File: config.mk
export PLATFORM = sky130hd
export DESIGN_NAME = irq_resp_seq
export DESIGN_NICKNAME = d
export VERILOG_FILES = /design/src/rtl/irq_resp_pkg.sv /design/src/rtl/irq_resp_arb.sv /design/src/rtl/irq_tstate_ctr.sv /design/src/rtl/irq_resp_seq.sv
export SDC_FILE = /design/constraint.sdc
export NUM_CORES = 1
export LEC_CHECK = 0
export BUFFER_PORTS_ARGS = -buffer_cell sky130_fd_sc_hd__buf_4
export CAP_MARGIN = 20
export CELL_PAD_IN_SITES_DETAIL_PLACEMENT = 0
export CELL_PAD_IN_SITES_GLOBAL_PLACEMENT = 1
export CORE_ASPECT_RATIO = 1.1
export CORE_MARGIN = 2
export CORE_UTILIZATION = 33
export CTS_CLUSTER_DIAMETER = 50
export DETAILED_ROUTE_END_ITERATION = 8
export GPL_TIMING_DRIVEN = 1
export PLACE_DENSITY_LB_ADDON = 0.1
export RECOVER_POWER = 25
export SYNTH_ARGS = -nofsm -noshare
export SYNTH_HDL_FRONTEND = slang
export SYNTH_SLANG_ARGS = --single-unit
File: constraint.sdc
create_clock -name clk -period 2.5 [get_ports clk]
set_input_delay 0.125 -clock clk [delete_from_list [all_inputs] [get_ports clk]]
set_output_delay 0.125 -clock clk [all_outputs]
set_load 0.005 [all_outputs]
File: src/rtl/irq_resp_pkg.sv
package irq_resp_pkg;

    typedef enum logic [3:0] {
        CYC_NONE      = 4'd0,
        CYC_NMI_FETCH = 4'd1,
        CYC_INTA      = 4'd2,
        CYC_OPND_LO   = 4'd3,
        CYC_OPND_HI   = 4'd4,
        CYC_PUSH_HI   = 4'd5,
        CYC_PUSH_LO   = 4'd6,
        CYC_VEC_LO    = 4'd7,
        CYC_VEC_HI    = 4'd8
    } cyc_e;

    typedef enum logic [2:0] {
        K_NMI,
        K_M0_CALL,
        K_M0_RST,
        K_M1,
        K_M2
    } kind_e;

    typedef enum logic [3:0] {
        ST_IDLE,
        ST_NMI_FETCH,
        ST_INTA,
        ST_OPND_LO,
        ST_OPND_HI,
        ST_PUSH_HI,
        ST_PUSH_LO,
        ST_VEC_LO,
        ST_VEC_HI,
        ST_DONE
    } st_e;

endpackage

File: src/rtl/irq_resp_arb.sv
module irq_resp_arb
    import irq_resp_pkg::*;
(
    input  logic       nmi_req,
    input  logic       int_req,
    input  logic       int_en,
    input  logic [1:0] int_mode,
    input  logic       m0_is_call,
    output logic       accept,
    output kind_e      kind
);

    assign accept = nmi_req | (int_req & int_en);

    always_comb begin
        if (nmi_req) begin
            kind = K_NMI;
        end else begin
            unique case (int_mode)
                2'd1:    kind = K_M1;
                2'd2:    kind = K_M2;
                default: kind = m0_is_call ? K_M0_CALL : K_M0_RST;
            endcase
        end
    end

endmodule

File: src/rtl/irq_tstate_ctr.sv
module irq_tstate_ctr #(
    parameter int TW = 3
) (
    input  logic          clk,
    input  logic          rst_n,
    input  logic          en,
    input  logic [TW-1:0] len,
    output logic          first,
    output logic          last
);

    logic [TW-1:0] cnt_q;

    assign first = en && (cnt_q == '0);
    assign last  = en && (cnt_q == len - 1'b1);

    always_ff @(posedge clk) begin
        if (!rst_n || !en || last) begin
            cnt_q <= '0;
        end else begin
            cnt_q <= cnt_q + 1'b1;
        end
    end


    tcnt_bound_chk: assert property (@(posedge clk) disable iff (!rst_n)
        en |-> (cnt_q < len));

endmodule

File: src/rtl/irq_resp_seq.sv
module irq_resp_seq
    import irq_resp_pkg::*;
#(
    parameter int TW         = 3,
    parameter int T_NMI_FTCH = 5,
    parameter int T_ACK_M0   = 6,
    parameter int T_ACK_M12  = 7,
    parameter int T_MEM      = 3,
    parameter int T_OPND_HI  = 4
) (
    input  logic          clk,
    input  logic          rst_n,
    input  logic          nmi_req,
    input  logic          int_req,
    input  logic          int_en,
    input  logic [1:0]    int_mode,
    input  logic          m0_is_call,
    output logic [3:0]    cyc_type,
    output logic [TW-1:0] cyc_tlen,
    output logic          cyc_first,
    output logic          t_last,
    output logic          sp_dec,
    output logic          busy,
    output logic          done
);

    localparam logic [TW-1:0] L_NMI = TW'(T_NMI_FTCH);
    localparam logic [TW-1:0] L_A0  = TW'(T_ACK_M0);
    localparam logic [TW-1:0] L_A12 = TW'(T_ACK_M12);
    localparam logic [TW-1:0] L_MEM = TW'(T_MEM);
    localparam logic [TW-1:0] L_OPH = TW'(T_OPND_HI);

    st_e   state_q, state_d;
    kind_e kind_q, kind_w;
    logic  accept_w;
    logic  tmr_en, first_w, last_w;
    cyc_e  cyc_w;

    irq_resp_arb u_arb (
        .nmi_req    (nmi_req),
        .int_req    (int_req),
        .int_en     (int_en),
        .int_mode   (int_mode),
        .m0_is_call (m0_is_call),
        .accept     (accept_w),
        .kind       (kind_w)
    );

    irq_tstate_ctr #(.TW(TW)) u_tmr (
        .clk   (clk),
        .rst_n (rst_n),
        .en    (tmr_en),
        .len   (cyc_tlen),
        .first (first_w),
        .last  (last_w)
    );

    // state register
    always_ff @(posedge clk) begin
        if (!rst_n) begin
            state_q <= ST_IDLE;
            kind_q  <= K_NMI;
        end else begin
            state_q <= state_d;
            if (state_q == ST_IDLE && accept_w) begin
                kind_q <= kind_w;
            end
        end
    end

    // next state
    always_comb begin
        state_d = state_q;
        unique case (state_q)
            ST_IDLE:
                if (accept_w) state_d = (kind_w == K_NMI) ? ST_NMI_FETCH : ST_INTA;
            ST_NMI_FETCH:
                if (last_w) state_d = ST_PUSH_HI;
            ST_INTA:
                if (last_w) state_d = (kind_q == K_M0_CALL) ? ST_OPND_LO : ST_PUSH_HI;
            ST_OPND_LO:
                if (last_w) state_d = ST_OPND_HI;
            ST_OPND_HI:
                if (last_w) state_d = ST_PUSH_HI;
            ST_PUSH_HI:
                if (last_w) state_d = ST_PUSH_LO;
            ST_PUSH_LO:
                if (last_w) state_d = (kind_q == K_M2) ? ST_VEC_LO : ST_DONE;
            ST_VEC_LO:
                if (last_w) state_d = ST_VEC_HI;
            ST_VEC_HI:
                if (last_w) state_d = ST_DONE;
            ST_DONE:
                state_d = ST_IDLE;
            default:
                state_d = ST_IDLE;
        endcase
    end

    // outputs
    always_comb begin
        cyc_w    = CYC_NONE;
        cyc_tlen = '0;
        unique case (state_q)
            ST_NMI_FETCH: begin cyc_w = CYC_NMI_FETCH; cyc_tlen = L_NMI; end
            ST_INTA: begin
                cyc_w    = CYC_INTA;
                cyc_tlen = (kind_q == K_M1 || kind_q == K_M2) ? L_A12 : L_A0;
            end
            ST_OPND_LO: begin cyc_w = CYC_OPND_LO; cyc_tlen = L_MEM; end
            ST_OPND_HI: begin cyc_w = CYC_OPND_HI; cyc_tlen = L_OPH; end
            ST_PUSH_HI: begin cyc_w = CYC_PUSH_HI; cyc_tlen = L_MEM; end
            ST_PUSH_LO: begin cyc_w = CYC_PUSH_LO; cyc_tlen = L_MEM; end
            ST_VEC_LO:  begin cyc_w = CYC_VEC_LO;  cyc_tlen = L_MEM; end
            ST_VEC_HI:  begin cyc_w = CYC_VEC_HI;  cyc_tlen = L_MEM; end
            default:    begin cyc_w = CYC_NONE;    cyc_tlen = '0;    end
        endcase
    end

    assign tmr_en    = (state_q != ST_IDLE) && (state_q != ST_DONE);
    assign cyc_type  = cyc_w;
    assign cyc_first = first_w;
    assign t_last    = last_w;
    assign sp_dec    = first_w && (state_q == ST_PUSH_HI || state_q == ST_PUSH_LO);
    assign busy      = (state_q != ST_IDLE);
    assign done      = (state_q == ST_DONE);


    done_after_last_chk: assert property (@(posedge clk) disable iff (!rst_n)
        done |-> $past(t_last));


    done_single_chk: assert property (@(posedge clk) disable iff (!rst_n)
        done |=> (!done && !busy));


    type_stable_chk: assert property (@(posedge clk) disable iff (!rst_n)
        (tmr_en && !t_last) |=> ($stable(cyc_type) && $stable(cyc_tlen)));


    push_order_chk: assert property (@(posedge clk) disable iff (!rst_n)
        (cyc_first && cyc_type == CYC_PUSH_LO) |-> $past(cyc_type) == CYC_PUSH_HI);


    vec_after_push_chk: assert property (@(posedge clk) disable iff (!rst_n)
        (cyc_first && cyc_type == CYC_VEC_LO) |-> $past(cyc_type) == CYC_PUSH_LO);


    kind_hold_chk: assert property (@(posedge clk) disable iff (!rst_n)
        (state_q != ST_IDLE) |=> $stable(kind_q));

endmodule

* Word-level counts from Yosys, hierarchy flattened
Index checks and enable logic that the tools add are counted.
Widths: inputs -> output; s select.
** Word-level totals
- Register bits after elaboration :: 10
- Output and inout port bits :: 12
- Input bits :: 8
- Logic and storage cells :: 67
** Cells by class
- Bitwise logic cells :: 2
- Equality and inequality tests :: 24
- Add/sub/neg operators :: 2
- Mux-type cells :: 18
- Reduce and logical (&&, ||, !) cells :: 18
** Operators by type and width (number)
- $pmux 4 s8 :: 2
- $mux 4 :: 9
- $eq 4x3->1 const B :: 4
- $ne 2x1->1 const B :: 7
- $pmux 3 s4 :: 1
- $eq 4x2->1 const B :: 2
- $eq 4x4->1 const B :: 2
- $reduce_and 8->1 :: 1
- $logic_not 3->1 :: 2
- $mux 3 :: 2
- $pmux 3 s2 :: 1
- $logic_and 1x1->1 :: 5
- $reduce_or 5->1 :: 1
- $eq 4x1->1 const B :: 1
- $logic_not 4->1 :: 1
- $logic_or 1x1->1 :: 4
- $mux 2 :: 2
- $ne 4x4->1 const B :: 1
- $reduce_bool 4->1 :: 1
- $add 3x1->3 const B :: 1
- $eq 3x1->1 const B :: 1
- $eq 3x2->1 const B :: 1
- $eq 3x3->1 :: 1
- $eq 3x3->1 const B :: 1
- 9 further kinds :: 10

* Depth between registers and ports, before layout
- Word-level depth :: 9
- Gate-level depth with buffers :: 11
- Gate-level depth less buffers :: 9

* Hierarchy
A second synthesis with hierarchy kept.
** Second synthesis, totals
- Cell total of the unflattened synthesis :: 104
- Area total of the unflattened synthesis :: 832.0 µm²
** Modules (own cells, without submodules)
- irq_resp_seq :: cells each 72, sequential area each 140.1 µm², times used 1, area an instance 541.8 µm²
- irq_tstate_ctr :: cells each 22, sequential area each 60.1 µm², times used 1, area an instance 219.0 µm²
- irq_resp_arb :: cells each 10, sequential area each 0.0 µm², times used 1, area an instance 71.3 µm²

* Worst setup path after synthesis
Ideal clock, no wire load.
- Kind :: register to register
- Start point :: register state_q[2]
- End point :: register state_q[0]
- Arrival time :: 2.061 ns
- Library setup time :: 0.131 ns
- Slack :: 0.308 ns
- Stages on the path, launching flop included :: 10
- Path buffers :: 1
- Clock period less this slack :: 2.192 ns
- Data required time :: 2.369 ns
- Cell sequence :: dfxtp_1 buf_6 nor4b_4 nor3_1 ha_1 xor2_1 a221o_1 a211oi_2 a211oi_2 mux2i_1
** Between the ends
- Cells in the longest elaborated chain, start to end :: 8
- Elaborated cells on any way between the ends :: 28
- Those cells by class :: add/sub (1); eq/ne (18); mux (2); reduce/logical (7)
** Ends and longest elaborated chain
- start, declared :: line irq_resp_seq.sv:33 : st_e state_q, state_d;
- start signal, assigned :: line irq_resp_seq.sv:64 : state_q <= state_d;
- $eq 4x3->1, or another cell as far along :: line irq_resp_seq.sv:74, irq_resp_seq.sv:104
- $reduce_or 5->1 (no line)
- $pmux 3 s4 :: line irq_resp_seq.sv:104 : unique case (state_q)
- $sub 3x1->3 :: line irq_tstate_ctr.sv:15 : assign last = en && (cnt_q == len - 1'b1);
- $eq 3x3->1 :: line irq_tstate_ctr.sv:15
- $logic_and 1x1->1 :: line irq_tstate_ctr.sv:15
- $ne 2x1->1 (no line)
- $reduce_and 8->1 (no line)
Several ways; a longest one is shown, not always the timed one.
A chain may end at the register's enable or synchronous reset.

* Final worst setup path
- Start point :: register kind_q[0]
- End point :: output t_last
** Between the ends
- Cells in the longest elaborated chain, start to end :: 7
- Elaborated cells on any way between the ends :: 8
- Those cells by class :: add/sub (1); eq/ne (3); mux (2); reduce/logical (2)
** Ends and longest elaborated chain
- start, declared :: line irq_resp_seq.sv:34 : kind_e kind_q, kind_w;
- start signal, assigned :: line irq_resp_seq.sv:66 : kind_q <= kind_w;
- $eq 3x2->1 / $eq 3x3->1 (equally long branches) :: line irq_resp_seq.sv:108 : cyc_tlen = (kind_q == K_M1 || kind_q == K_M2) ? L_A12 : L_A0;
- $logic_or 1x1->1 * :: line irq_resp_seq.sv:108
- $mux 1 * :: line irq_resp_seq.sv:108
- $pmux 3 s4 * :: line irq_resp_seq.sv:104
- $sub 3x1->3 * :: line irq_tstate_ctr.sv:15
- $eq 3x3->1 * :: line irq_tstate_ctr.sv:15
- $logic_and 1x1->1 * :: line irq_tstate_ctr.sv:15
- end, declared :: line irq_resp_seq.sv:21 : output logic t_last,
Mark *: on every way between the ends. The rest lies on a longest branch, timed or not.

==> run_results.csv <==
group,metric,value,unit
sta,max_slew_margin,71.24,%
sta,finalMaxSlewViolations,0,
setup_path,reg2reg_from,"kind_q[0]",
yosys,postSynthCellCount,111,
sta,rsz0062_at_grt,"true",
cells_and_area,area_growth,34.71,%
placement,gp_congestion,0.7650,
power_and_ir_drop,p_per_area,980.4,nW/um^2
die,initial_core_util,34.18,%
setup_path,r2r_cells,10,
cells_and_area,n_fill_cell,292,
run_status,failed_checks,"negative setup slack",
routing,antenna_left,0,
setup_path,crit_required,2.38,ns
yosys,synth_seq_area_share,21.28,%
sta,worst_slack,-0.05611,ns
hold_path,min_from,"nmi_req",
setup_path,critPathLaunchType,"register",
cts,cts.reportedPaths.clkPinSlew,0.08,ns
cts,h-tree-depth,1,
cts,cts_inserted_buffers,3,
yosys,async_flop_share,0,%
hold_path,min_path_type,"input port to register",
global_routing,top_usage_layer,"met2",
die,die-area,3295,sq um
routing,vias,897,
sta,finalCritPeriodShare,102.2,%
global_routing,grt_pass1_vias,908,
placement,post-dp-hpwl,1841,um
yosys,ys_ff_latch,10,
sta,finClkSkew,0.01154,ns
cells_and_area,final_cell_area,1267,sq um
yosys,synth_area,940.9,sq um
yosys,synth-main-ff-cell,"dfxtp_1",
yosys,synth_fp_nets,124,
yosys,synthesis.area_per_instance,8.477,sq um
routing,routed_via_density,5.068,
setup_path,reg2reg_setup_slack,0.23,ns
cts,cts_tree,"built",
cts,clk-insertion-delay-late,0.27,ns
run,maxCapViolations,0,
die,core_area,2753,sq um
yosys,ys_types,46,
setup_path,crit_fanout,6,
hold_path,holdPathStages,3,
placement,post_dp_cell_area,1190,sq um
yosys,synth_warnings,0,
sta,max_freq,0.3912,GHz
die,rows,20,
routing,post-route-drc-count,0,
sta,worstMarginPinSlew,0.4283,ns
sta,holdWs,0.1421,ns
routing,drt-total-wl,2286,um
power_and_ir_drop,p_total,1.243,mW
cells_and_area,fin_nets,158,
cts,cts_hold_buf,0,
cts,cts_buffer_depth,2,
cells_and_area,drive_gt1_share,41.67,%
hold_path,holdPathEnd,"kind_q[2]",
die,io_pins,20,
cells_and_area,finalCoreUtilization,46.05,%
power_and_ir_drop,leakage,0.5943,nW
yosys,synth_edf_count,0,
global_routing,grtUsageMet1,19.97,%
cells_and_area,multi_input_area,666.9,sq um
sta,fin_crit,2.556,ns
global_routing,grt_max_degree,14,
global_routing,grt_overflow,0,
power_and_ir_drop,ir_drop,0.4170,mV
setup_path,critPathArrivalTime,2.43,ns
cells_and_area,diodes,0,
die,die_w,54.91,um
global_routing,grt_pass1_wl,3864,um
cts,root_buffer,"clkbuf_4",
cts,clock-sinks,10,
setup_path,reg2reg_to,"state_q[0]",
cells_and_area,regArea,211.5,sq um
sta,hold_violations,0,
global_routing,gr-usage-met3,0.7500,%
run_status,run_status,"finished with violations",
sta,setup_violations,1,
routing,wire_per_inst,12.92,um
placement,io_buffers,19,
setup_path,cp-end-kind,"primary output",
global_routing,grt_usage,16.42,%
global_routing,use_met2,28.40,%
setup_path,crit_type,"register to primary output",
routing,firstDrtPassIters,3,
die,die-height,60,um
routing,drtIter0Drc,6,
global_routing,antenna_found_initial,0,
final cells by class:
type                    count  share of cell area, %
multi-input cells          84                  52.62
repair buffers             37                  21.91
flip-flops and latches     10                  16.68
well taps                  33                  3.258
clock buffers               4                  2.863
inverters                   9                  2.665
placed cells by master, fill, tap and decap left out, types with 3 or more instances in the layout:
cell      Yosys  routed
mux2i_1       6       6
clkbuf_4      0       4
nor2b_1       5       5
a21oi_1       4       4
and2b_1       3       3
ha_1          5       4
nor2_1        9       8
buf_4         2      36
dfxtp_2       0       6
nor3_1        4       3
nand2_1       6       6
dfxtp_1      10       3
nor4b_1       3       3
inv_1         9       9
o21ai_0       3       3
through the flow:
step	setup TNS [ns]	std cells	worst slack, ns
final	-0.05611	177	-0.05611
after global routing	-0.2232	177	-0.2232
after CTS	-0.08805	177	-0.08805
after detailed placement	0	172	0.01622
after global placement	0	172	0.1348
after floorplan	0	111	0.3082
flip-flops by register name, summed over array words and instances, names as in the netlist:
name         flops
state_q          4
u_tmr.cnt_q      3
kind_q           3
how the worst max path moves through the flow:
stage,from,end,slack [ns],depth (start not counted)
after CTS,kind_q[0],t_last,-0.09,10
after global routing,kind_q[0],t_last,-0.22,10
after floorplan,state_q[2],state_q[0],0.31,9
final,kind_q[0],t_last,-0.06,10
after global placement,state_q[3],t_last,0.13,10
after detailed placement,state_q[3],t_last,0.02,10
cells by family after synthesis:
| logic type | after synthesis | share of synthesized area, % |
|---|---|---|
| AND/OR/NAND/NOR | 45 | 32.18 |
| AO/OA/AOI/OAI | 24 | 19.55 |
| buffers and inverters | 17 | 10.24 |
| flip-flops | 10 | 21.28 |
| multiplexers | 6 | 6.383 |
| adder cells (fa/ha/maj) | 5 | 6.649 |
| XOR/XNOR | 4 | 3.724 |
Yosys cell counts, types with 2 or more instances:
library cell	n	area, sq um
a211oi_2	2	25.02
xor2_1	2	17.52
o21a_1	2	15.01
nor3b_1	2	15.01
buf_4	2	15.01
nor4b_1	3	26.28
buf_2	2	10.01
o21ai_0	3	15.01
nor3_1	4	20.02
nand2_1	6	22.52
a21oi_1	4	20.02
ha_1	5	62.56
nor2b_1	5	31.28
and2b_1	3	22.52
nand4_1	2	12.51
xnor2_1	2	17.52
inv_1	9	33.78
nor2_1	9	33.78
dfxtp_1	10	200.2
mux2i_1	6	60.06
buf_6	3	33.78
worst max-delay path, stage by stage, from the launching register on:
cell,delay [ns]
dfxtp_2,0.35
and3b_1,0.20
o21a_1,0.19
nor3_2,0.17
ha_2,0.23
xor2_2,0.17
o2111ai_1,0.15
a211oi_2,0.31
buf_4,0.15
and2_4,0.15
buf_4,0.10
per-layer routing:
layer	up-vias	routed length (um)
li1	460	-
met1	414	1005
met2	19	1160
met3	4	79
met4	0	40
met5	-	0
power by group:
part / internal (mW) / switching, mW
Clock: 0.0883 / 0.0571
Sequential: 0.200 / 0.0583
Combinational: 0.450 / 0.390
what timing repair did:
| item | CTS | global route |
|---|---|---|
| setup buffers | 1 | 0 |
| pin swaps | 2 | 1 |
| resized for setup | 11 | 2 |
| hold endpoints to repair | 0 | 0 |
| endpoints found under the setup margin | 1 | 1 |
(Power assumes the default switching activity.)
